### src/rtl/pflash_pkg.sv
package pflash_pkg;

  typedef enum logic [1:0] {
    OP_READ  = 2'b00,
    OP_PAGE  = 2'b01,
    OP_WRITE = 2'b10,
    OP_ALT   = 2'b11
  } op_t;

  typedef enum logic [2:0] {
    ST_IDLE,
    ST_RD,
    ST_WSET,
    ST_WPUL,
    ST_WHLD,
    ST_WREC,
    ST_GAP
  } st_t;

endpackage

### src/rtl/pflash_page_calc.sv
module pflash_page_calc #(
  parameter int PAGE_AW = 3,
  localparam int CNTW = PAGE_AW + 1,
  localparam int PAGE_WORDS = 1 << PAGE_AW
) (
  input  logic               is_page,
  input  logic [PAGE_AW-1:0] offset,
  input  logic [CNTW-1:0]    count,
  output logic [CNTW-1:0]    eff_count,
  output logic               truncated
);

  logic [CNTW-1:0] room;
  logic [CNTW-1:0] asked;

  always_comb begin
    room  = CNTW'(PAGE_WORDS) - {1'b0, offset};
    asked = (count == '0) ? CNTW'(1) : count;
    if (!is_page) begin
      eff_count = CNTW'(1);
      truncated = 1'b0;
    end else if (asked > room) begin
      eff_count = room;
      truncated = 1'b1;
    end else begin
      eff_count = asked;
      truncated = 1'b0;
    end
  end

endmodule

### src/rtl/pflash_timer.sv
module pflash_timer #(
  parameter int CW = 8
) (
  input  logic          clk,
  input  logic          rst,
  input  logic          load,
  input  logic [CW-1:0] load_val,
  output logic          done
);

  logic [CW-1:0] cnt;

  always_ff @(posedge clk) begin
    if (rst) begin
      cnt <= CW'(1);
    end else if (load) begin
      cnt <= (load_val == '0) ? CW'(1) : load_val;
    end else if (cnt > CW'(1)) begin
      cnt <= cnt - CW'(1);
    end
  end

  assign done = (cnt == CW'(1));

  a_r9_count_never_zero: assert property (@(posedge clk) disable iff (rst)
    cnt != '0);

endmodule

### src/rtl/pflash_seq.sv
module pflash_seq
  import pflash_pkg::*;
#(
  parameter int AW = 22,
  parameter int DW = 16,
  parameter int CW = 8,
  parameter int PAGE_AW = 3,
  localparam int CNTW = PAGE_AW + 1
) (
  input  logic            clk,
  input  logic            rst,
  input  logic            req_valid,
  output logic            req_ready,
  input  logic [1:0]      req_op,
  input  logic [AW-1:0]   req_addr,
  input  logic [DW-1:0]   req_wdata,
  input  logic [CNTW-1:0] eff_count,
  input  logic            eff_trunc,
  input  logic [CW-1:0]   cfg_rand_acc,
  input  logic [CW-1:0]   cfg_page_acc,
  input  logic [CW-1:0]   cfg_wr_pulse,
  input  logic [CW-1:0]   cfg_wr_recov,
  output logic            tmr_load,
  output logic [CW-1:0]   tmr_val,
  input  logic            tmr_done,
  output logic            fl_ce_n,
  output logic            fl_oe_n,
  output logic            fl_we_n,
  output logic [AW-1:0]   fl_addr,
  output logic [DW-1:0]   dq_o,
  output logic            dq_oe,
  input  logic [DW-1:0]   dq_i,
  output logic            rd_valid,
  output logic [DW-1:0]   rd_data,
  output logic            rd_last,
  output logic            rd_trunc
);

  st_t             state;
  logic [CNTW-1:0] words_left;
  logic            trunc_q;
  logic            is_write;

  assign is_write  = (req_op == OP_WRITE);
  assign req_ready = (state == ST_IDLE);

  always_comb begin
    tmr_load = 1'b0;
    tmr_val  = cfg_rand_acc;
    unique case (state)
      ST_IDLE: tmr_load = req_valid && !is_write;
      ST_RD: begin
        tmr_load = tmr_done && (words_left != CNTW'(1));
        tmr_val  = cfg_page_acc;
      end
      ST_WSET: begin
        tmr_load = 1'b1;
        tmr_val  = cfg_wr_pulse;
      end
      ST_WHLD: begin
        tmr_load = 1'b1;
        tmr_val  = cfg_wr_recov;
      end
      default: tmr_load = 1'b0;
    endcase
  end

  always_ff @(posedge clk) begin
    if (rst) begin
      state      <= ST_IDLE;
      fl_ce_n    <= 1'b1;
      fl_oe_n    <= 1'b1;
      fl_we_n    <= 1'b1;
      fl_addr    <= '0;
      dq_o       <= '0;
      dq_oe      <= 1'b0;
      words_left <= '0;
      trunc_q    <= 1'b0;
      rd_valid   <= 1'b0;
      rd_data    <= '0;
      rd_last    <= 1'b0;
      rd_trunc   <= 1'b0;
    end else begin
      rd_valid <= 1'b0;
      rd_last  <= 1'b0;
      rd_trunc <= 1'b0;
      unique case (state)
        ST_IDLE: begin
          if (req_valid) begin
            fl_addr <= req_addr;
            fl_ce_n <= 1'b0;
            if (is_write) begin
              dq_o  <= req_wdata;
              dq_oe <= 1'b1;
              state <= ST_WSET;
            end else begin
              fl_oe_n    <= 1'b0;
              words_left <= eff_count;
              trunc_q    <= eff_trunc;
              state      <= ST_RD;
            end
          end
        end
        ST_RD: begin
          if (tmr_done) begin
            rd_data  <= dq_i;
            rd_valid <= 1'b1;
            if (words_left == CNTW'(1)) begin
              rd_last  <= 1'b1;
              rd_trunc <= trunc_q;
              fl_ce_n  <= 1'b1;
              fl_oe_n  <= 1'b1;
              state    <= ST_GAP;
            end else begin
              words_left           <= words_left - CNTW'(1);
              fl_addr[PAGE_AW-1:0] <= fl_addr[PAGE_AW-1:0] + PAGE_AW'(1);
            end
          end
        end
        ST_WSET: begin
          fl_we_n <= 1'b0;
          state   <= ST_WPUL;
        end
        ST_WPUL: begin
          if (tmr_done) begin
            fl_we_n <= 1'b1;
            state   <= ST_WHLD;
          end
        end
        ST_WHLD: begin
          fl_ce_n <= 1'b1;
          dq_oe   <= 1'b0;
          state   <= ST_WREC;
        end
        ST_WREC: begin
          if (tmr_done) state <= ST_GAP;
        end
        default: state <= ST_IDLE;
      endcase
    end
  end

  // read strobe exclusive with write activity
  a_r7_oe_quiet_in_write: assert property (@(posedge clk) disable iff (rst)
    (!fl_we_n || dq_oe) |-> fl_oe_n);
  a_r7_bus_released_first: assert property (@(posedge clk) disable iff (rst)
    $fell(fl_oe_n) |-> !$past(dq_oe));
  // write strobe falls after chip select with address settled
  a_r5_we_after_ce: assert property (@(posedge clk) disable iff (rst)
    $fell(fl_we_n) |-> (!$past(fl_ce_n) && $stable(fl_addr) && $past(dq_oe)));
  // data still driven when write strobe rises
  a_r6_data_hold: assert property (@(posedge clk) disable iff (rst)
    $rose(fl_we_n) |-> (!fl_ce_n && dq_oe && $stable(dq_o)));
  // upper address fixed while a page read is open
  a_r3_upper_fixed: assert property (@(posedge clk) disable iff (rst)
    (!fl_oe_n && $past(!fl_oe_n)) |->
      (fl_addr[AW-1:PAGE_AW] == $past(fl_addr[AW-1:PAGE_AW])));
  // ready only with every strobe high and bus released
  a_r8_ready_idle: assert property (@(posedge clk) disable iff (rst)
    req_ready |-> (fl_ce_n && fl_oe_n && fl_we_n && !dq_oe));
  // a returned word follows a read-strobe cycle
  a_r2_valid_after_read: assert property (@(posedge clk) disable iff (rst)
    rd_valid |-> ($past(!fl_oe_n) && $past(!fl_ce_n)));
  // effective page count stays inside the page
  a_r4_inside_page: assert property (@(posedge clk) disable iff (rst)
    (req_ready && req_valid) |->
      ((eff_count != '0) &&
       ({1'b0, req_addr[PAGE_AW-1:0]} + eff_count <= CNTW'(1 << PAGE_AW))));

endmodule

### src/rtl/pflash_host.sv
module pflash_host
  import pflash_pkg::*;
#(
  parameter int AW = 22,
  parameter int DW = 16,
  parameter int CW = 8,
  parameter int PAGE_AW = 3,
  localparam int CNTW = PAGE_AW + 1
) (
  input  logic            clk,
  input  logic            rst,
  input  logic            req_valid,
  output logic            req_ready,
  input  logic [1:0]      req_op,
  input  logic [AW-1:0]   req_addr,
  input  logic [CNTW-1:0] req_count,
  input  logic [DW-1:0]   req_wdata,
  input  logic [CW-1:0]   cfg_rand_acc,
  input  logic [CW-1:0]   cfg_page_acc,
  input  logic [CW-1:0]   cfg_wr_pulse,
  input  logic [CW-1:0]   cfg_wr_recov,
  output logic            fl_ce_n,
  output logic            fl_oe_n,
  output logic            fl_we_n,
  output logic [AW-1:0]   fl_addr,
  output logic [DW-1:0]   dq_o,
  output logic            dq_oe,
  input  logic [DW-1:0]   dq_i,
  output logic            rd_valid,
  output logic [DW-1:0]   rd_data,
  output logic            rd_last,
  output logic            rd_trunc
);

  logic [CNTW-1:0] eff_count;
  logic            eff_trunc;
  logic            tmr_load;
  logic [CW-1:0]   tmr_val;
  logic            tmr_done;

  pflash_page_calc #(.PAGE_AW(PAGE_AW)) u_calc (
    .is_page   (req_op == OP_PAGE),
    .offset    (req_addr[PAGE_AW-1:0]),
    .count     (req_count),
    .eff_count (eff_count),
    .truncated (eff_trunc)
  );

  pflash_timer #(.CW(CW)) u_timer (
    .clk      (clk),
    .rst      (rst),
    .load     (tmr_load),
    .load_val (tmr_val),
    .done     (tmr_done)
  );

  pflash_seq #(.AW(AW), .DW(DW), .CW(CW), .PAGE_AW(PAGE_AW)) u_seq (
    .clk          (clk),
    .rst          (rst),
    .req_valid    (req_valid),
    .req_ready    (req_ready),
    .req_op       (req_op),
    .req_addr     (req_addr),
    .req_wdata    (req_wdata),
    .eff_count    (eff_count),
    .eff_trunc    (eff_trunc),
    .cfg_rand_acc (cfg_rand_acc),
    .cfg_page_acc (cfg_page_acc),
    .cfg_wr_pulse (cfg_wr_pulse),
    .cfg_wr_recov (cfg_wr_recov),
    .tmr_load     (tmr_load),
    .tmr_val      (tmr_val),
    .tmr_done     (tmr_done),
    .fl_ce_n      (fl_ce_n),
    .fl_oe_n      (fl_oe_n),
    .fl_we_n      (fl_we_n),
    .fl_addr      (fl_addr),
    .dq_o         (dq_o),
    .dq_oe        (dq_oe),
    .dq_i         (dq_i),
    .rd_valid     (rd_valid),
    .rd_data      (rd_data),
    .rd_last      (rd_last),
    .rd_trunc     (rd_trunc)
  );

endmodule

### config.mk
export PLATFORM = sky130hd
export DESIGN_NAME = pflash_host
export DESIGN_NICKNAME = d
export VERILOG_FILES = /design/src/rtl/pflash_pkg.sv /design/src/rtl/pflash_page_calc.sv /design/src/rtl/pflash_timer.sv /design/src/rtl/pflash_seq.sv /design/src/rtl/pflash_host.sv
export SDC_FILE = /design/constraint.sdc
export NUM_CORES = 1
export LEC_CHECK = 0
export BUFFER_PORTS_ARGS = -buffer_cell sky130_fd_sc_hd__buf_2
export CORE_ASPECT_RATIO = 1.75
export CORE_MARGIN = 10
export CORE_UTILIZATION = 52
export DETAILED_ROUTE_END_ITERATION = 16
export PLACE_DENSITY = 0.9
export SLEW_MARGIN = 20
export SYNTH_ARGS = -nofsm -noshare
export SYNTH_HDL_FRONTEND = slang
export SYNTH_HIERARCHICAL = 1
export SYNTH_SLANG_ARGS = --single-unit
### constraint.sdc
create_clock -name clk -period 4.8 [get_ports clk]
set_clock_uncertainty 0.15 [all_clocks]
set_input_delay 0.48 -clock clk [delete_from_list [all_inputs] [get_ports clk]]
set_output_delay 0.48 -clock clk [all_outputs]
set_load 0.03 [all_outputs]
**Yosys cells after proc, flatten, opt, wreduce, memory -nomap -nowiden**

Index checks and enable logic that the tools add are counted.

- Multiplexer cells: 40
- Eq/ne operators: 18
- Reductions and logical operators: 26
- Bitwise gates (word level): 4
- $lt $le $gt $ge: 2
- $add $sub $neg: 4

Operator list:

| cell | number |
|---|---|
| 4-bit two-way mux | 7 |
| 3-bit two-way mux | 8 |
| 8-bit two-way mux | 3 |
| 8-bit case mux with 3 select lines | 1 |
| 3-bit case mux with 6 select lines | 1 |
| 5-bit AND reduction | 3 |
| 1-bit two-way mux | 12 |
| 2-bit by 1-bit != test with 1-bit output, second input constant | 5 |
| 3-bit AND reduction | 3 |
| 8-bit by 1-bit == test with 1-bit output, second input constant | 1 |
| 8-bit by 1-bit greater-than comparator with 1-bit output, second input constant | 1 |
| 8-bit zero test | 1 |
| 4-bit case mux with 2 select lines | 1 |
| 4-bit AND reduction | 2 |
| 2-bit nonzero test | 4 |
| 8-bit by 1-bit subtractor with 8-bit output, second input constant | 1 |
| 3-bit by 2-bit == test with 1-bit output, second input constant | 2 |
| 3-bit == test, second input constant | 2 |
| 2-bit != test, second input constant | 3 |
| 1-bit case mux with 2 select lines | 3 |
| 1-bit case mux with 3 select lines | 2 |
| 3-bit case mux with 2 select lines | 1 |
| 2-bit AND reduction | 3 |
| 4-bit by 1-bit == test with 1-bit output, second input constant | 1 |
| 18 further kinds | 23 |

- Word-level logic and storage cells: 109
- Output and inout port bits: 62
- Register bits: 77
- Input bits: 95

**Longest topological paths before layout**

- Depth after elaboration: 8
- Gate-level depth with buffers: 11
- Gate-level depth less buffers: 11

**Hierarchy**

Netlist, hierarchy kept.

By module, submodules not included:

| module | area each (µm²) | instances | cells each | seq. area each (µm²) |
|---|---|---|---|---|
| pflash_seq | 3110.5 | 1 | 374 | 1381.3 |
| pflash_timer | 525.5 | 1 | 59 | 160.2 |
| pflash_page_calc | 250.2 | 1 | 34 | 0.0 |
| pflash_host | 13.8 | 1 | 1 | 0.0 |

**Worst setup path after synthesis**

OpenSTA, ideal clock, no wires.

- Kind: input-to-reg
- Start point: input req_addr[0]
- End point: register u_seq.words_left[2]
- Buffers on the path: 0
- Path slack: 2315 ps
- Data required time: 4516 ps
- Stages: 10
- Library setup time: 134 ps
- Data arrival time: 2201 ps
- Path through: inv_1 > ha_1 > xor2_1 > ha_1 > and4_1 > a21oi_4 > mux2_2 > and2_0 > o21ai_1 > a21oi_1

- Word-level cells in the longest chain between the ends: 7

RTL lines:

| what | line | text |
|---|---|---|
| start, declared | pflash_host.sv:15 | `input logic [AW-1:0] req_addr,` |
| 4-bit by 3-bit subtractor with 4-bit output * | pflash_page_calc.sv:17 | `room = CNTW'(PAGE_WORDS) - {1'b0, offset};` |
| 4-bit greater-than comparator | pflash_page_calc.sv:22 | `end else if (asked > room) begin` |
| 4-bit two-way mux * | pflash_page_calc.sv:22 |  |
| 4-bit two-way mux * | pflash_page_calc.sv:19 | `if (!is_page) begin` |
| net eff_count[2] | pflash_host.sv:35 | `logic [CNTW-1:0] eff_count;` |
| 4-bit two-way mux * | pflash_seq.sv:92 | `if (is_write) begin` |
| 4-bit two-way mux * | pflash_seq.sv:89 | `if (req_valid) begin` |
| 4-bit case mux with 2 select lines * | pflash_seq.sv:87 | `unique case (state)` |
| end signal, assigned | pflash_seq.sv:98 | `words_left <= eff_count;` |
| end signal, assigned | pflash_seq.sv:115 | `words_left <= words_left - CNTW'(1);` |
| end, declared | pflash_seq.sv:40 | `logic [CNTW-1:0] words_left;` |

The timed path passes the listed nets; every way through them passes the cells marked *. The select of a mux whose other input is x is not followed.
A chain may end at the register's enable or synchronous reset.

**Final worst setup path**

- Start point: register u_seq.state[2]
- End point: register u_timer.cnt[1]

- Elaborated cells on any way between the ends: 11
- Classes of those cells: eq/ne: 3; mux: 4; reduce/logical: 4

RTL lines:

| what | line | text |
|---|---|---|
| start, declared | pflash_seq.sv:39 | `st_t state;` |
| start signal, assigned | pflash_seq.sv:70 | `state <= ST_IDLE;` |
| start signal, assigned | pflash_seq.sv:95 | `state <= ST_WSET;` |
| start signal, assigned | pflash_seq.sv:100 | `state <= ST_RD;` |
| 3-bit by 2-bit == test with 1-bit output or 3-bit == test (tied branches) | pflash_seq.sv:50 | `unique case (state)` |
| 2-bit OR reduction (no source line) | - |  |
| 1-bit case mux with 3 select lines * | pflash_seq.sv:50 |  |
| net tmr_load | pflash_host.sv:37 | `logic tmr_load;` |
| 8-bit two-way mux or 2-bit nonzero test (tied branches) | - |  |
| end signal, assigned | pflash_timer.sv:17 | `cnt <= (load_val == '0) ? CW'(1) : load_val;` |
| end signal, assigned | pflash_timer.sv:19 | `cnt <= cnt - CW'(1);` |
| end, declared | pflash_timer.sv:11 | `logic [CW-1:0] cnt;` |

The timed path passes the listed nets; every way through them passes the cells marked *.

==> reports/results.ini <==
[cells_and_area]
areaGrowthSynthToFinish_pct = 26.6
final_common_cell = buf_2
fillers = 579
multi_input_area_mm2 = 0.00214
drive_above_1_share_pct = 35.6
nets = 710
most-common-layout-cells = 156 x buf_2, 110 x nand2_1, 77 x dfxtp_1, 54 x a21oi_1, 23 x nor2_1
regArea_mm2 = 0.00154

[synthesis]
syn_area_per_cell_um2 = 8.33
seq_area_frac_synth_pct = 39.5
netlist_area_mm2 = 0.00390
ys_seq_elements = 77
yosys_warnings = 6
synth-edff-count = 0
syn_nets = 573
netlist-cell-type-count = 70
async_flop_share_pct = 0
synthCells = 468
ys.flop_type = dfxtp_1

[floorplan]
design.core.area_mm2 = 0.00728
die_w_um = 85.5
initial_core_util_pct = 53.5
ios = 157
rows = 41
die_height_um = 135
dieArea_mm2 = 0.0115

[worst_setup_path]
cp-end-kind = flop
path_max_fanout = 25
crit_chain = and4bb_1, a22oi_4, o21ai_0, buf_4, or4_1, o211ai_1
cp.arrival_ns = 3.08
required_ns = 4.91
critical_path_class = flop to flop
max_stage_delay_ns = 0.88
startpoint_type = flop
cp_num_buf_inv = 1
cpLargestDelayFamily = simple AND/OR/NAND/NOR gates
worst_path_max_delay_cell = dfxtp_1

[grt]
antenna_found_initial = 1
grt_use_total_pct = 19.5
grt_first_pass_wirelength_mm = 18.4
grt_pass1_vias = 3848
grt_max_degree = 64
gr-total-overflow = 0

[run_status]
status = finished clean

[job]
drv_cap = 0

[clock_network]
clock-root-buffer = clkbuf_16
cts_setup_buffers = 0
cts_made_buffers = 9
cts_buffer_depth = 2
cts_hold_buf = 0
cts.clk_slew.worst_paths_ns = 0.06
clock-sinks = 77
cts_htree_levels = 3
clkLatencyLatePin_ns = 0.34
cts_tree = yes
cts_resized = 0

[drt]
via_count = 3857
drc = 0
routed_wl_mm = 11.8
drtIter0Drc = 277
drt-vias-per-instance = 5.54
drtAntennaViolNets = 0
drt_pass1_iterations = 5
wl_per_cell_um = 16.9

[power_and_ir_drop]
p_leak_nw = 2.19
powerDensity_mw_per_mm2 = 475
power_mw = 2.35
max-vdd-ir-drop_v = 0.000255

[sta]
post-route-min-period_ns = 2.98
rsz0062_at_grt = no
finalHoldViolCount = 0
finalHoldWorstSlack_ns = 0.227
setup_viol = 0
tightest_slew_ns = 1.03
fmax_ghz = 0.336
finalCritPeriodShare_pct = 62.0
fin_tns_setup_ns = 0
slew_headroom_pct = 31.1
maxSlewViolCount = 0

[place]
routabilityCongestion = 0.885
dp_hpwl_mm = 8.89
portBuffers = 156

[min_path]
worst_hold_path_type = input pin to flop

through the flow:
step | instances | worst slack (ns) | util (%) | cell area (µm²)
2_1_floorplan | 468 | 2.32 | - | 3900
6_report | 696 | 1.82 | 67.8 | 4940
3_5_place_dp | 680 | 1.87 | 63.7 | 4640
4_1_cts | 695 | 1.84 | 67.7 | 4930
3_3_place_gp | 679 | 1.89 | 63.6 | 4630
5_1_grt | 696 | 1.61 | 67.8 | 4940
flip-flops by register name, summed over array words and instances, names as in the netlist, 3 cells and up:
signal            flops
u_seq/fl_addr        22
u_seq/dq_o           16
u_seq/rd_data        16
u_timer/cnt           8
u_seq/words_left      4
u_seq/state           3
power breakdown:
part / total (mW) / switching [mW] / internal, mW
combinational: 0.845 / 0.514 / 0.330
sequential: 0.832 / 0.0974 / 0.734
clock: 0.670 / 0.255 / 0.415
layer usage:
layer  GRT usage, %  part of all wire, %  up-vias
li1               -                    -     1887
met1           19.4                   35     1769
met2           35.2                   54      166
met3           4.82                  6.9       35
met4           11.6                  3.9        0
met5              0                    0        -
logic make-up after synthesis:
family	after synthesis	share of synthesized area (%)
compound gates	120	21.7
simple gates	203	26.6
xor+xnor	7	1.57
fa+ha+maj	10	3.21
flops	77	39.5
mux	7	1.89
buf+inv	44	5.52
synth_stat cells (3+ instances only):
| master | n | area (µm²) |
|---|---|---|
| a211oi_1 | 4 | 30.0 |
| a21oi_1 | 54 | 270 |
| a21oi_2 | 11 | 96.3 |
| a221o_1 | 9 | 90.1 |
| a22oi_1 | 8 | 60.1 |
| a31oi_1 | 3 | 18.8 |
| and2_1 | 3 | 18.8 |
| buf_1 | 3 | 11.3 |
| buf_2 | 6 | 30.0 |
| buf_6 | 3 | 33.8 |
| clkbuf_1 | 19 | 71.3 |
| dfxtp_1 | 77 | 1540 |
| ha_1 | 10 | 125 |
| inv_1 | 11 | 41.3 |
| mux2i_1 | 4 | 40.0 |
| nand2_1 | 110 | 413 |
| nand2_2 | 10 | 62.6 |
| nand2b_1 | 5 | 31.3 |
| nand3_1 | 3 | 15.0 |
| nor2_1 | 23 | 86.3 |
| nor2b_1 | 6 | 37.5 |
| nor3_1 | 8 | 40.0 |
| nor3b_2 | 3 | 37.5 |
| o211ai_1 | 3 | 22.5 |
| o21a_1 | 3 | 22.5 |
| o21ai_0 | 7 | 35.0 |
| o21ai_1 | 4 | 20.0 |
| or3_1 | 5 | 31.3 |
| xnor2_1 | 5 | 43.8 |
area by class of cell:
cell class              count  area share, %
diodes                      1         0.0507
multi-input cells         347           43.4
repair buffers            159           16.3
flip-flops and latches     77           31.2
inverters                  11          0.837
clock inverters             3          0.938
clock buffers              12           4.99
well taps                  86           2.18
path summary, 6_finish.rpt:
kind                          start                 to  slack, ns  cells after the start
setup / recovery     u_seq/state[2]     u_timer/cnt[1]       1.82                      6
hold / removal         req_wdata[6]      u_seq/dq_o[6]       0.23                      3
setup reg to reg     u_seq/state[2]     u_timer/cnt[1]       1.82                      6
hold reg to reg   u_seq/rd_data[10]  u_seq/rd_data[10]       0.30                      2
worst min-delay path, cell delays in order:
cell and delay [ns]:
buf_2 0.10, nand2_2 0.05, a21oi_2 0.04
No activity file was read; power rests on OpenSTA's default activity.
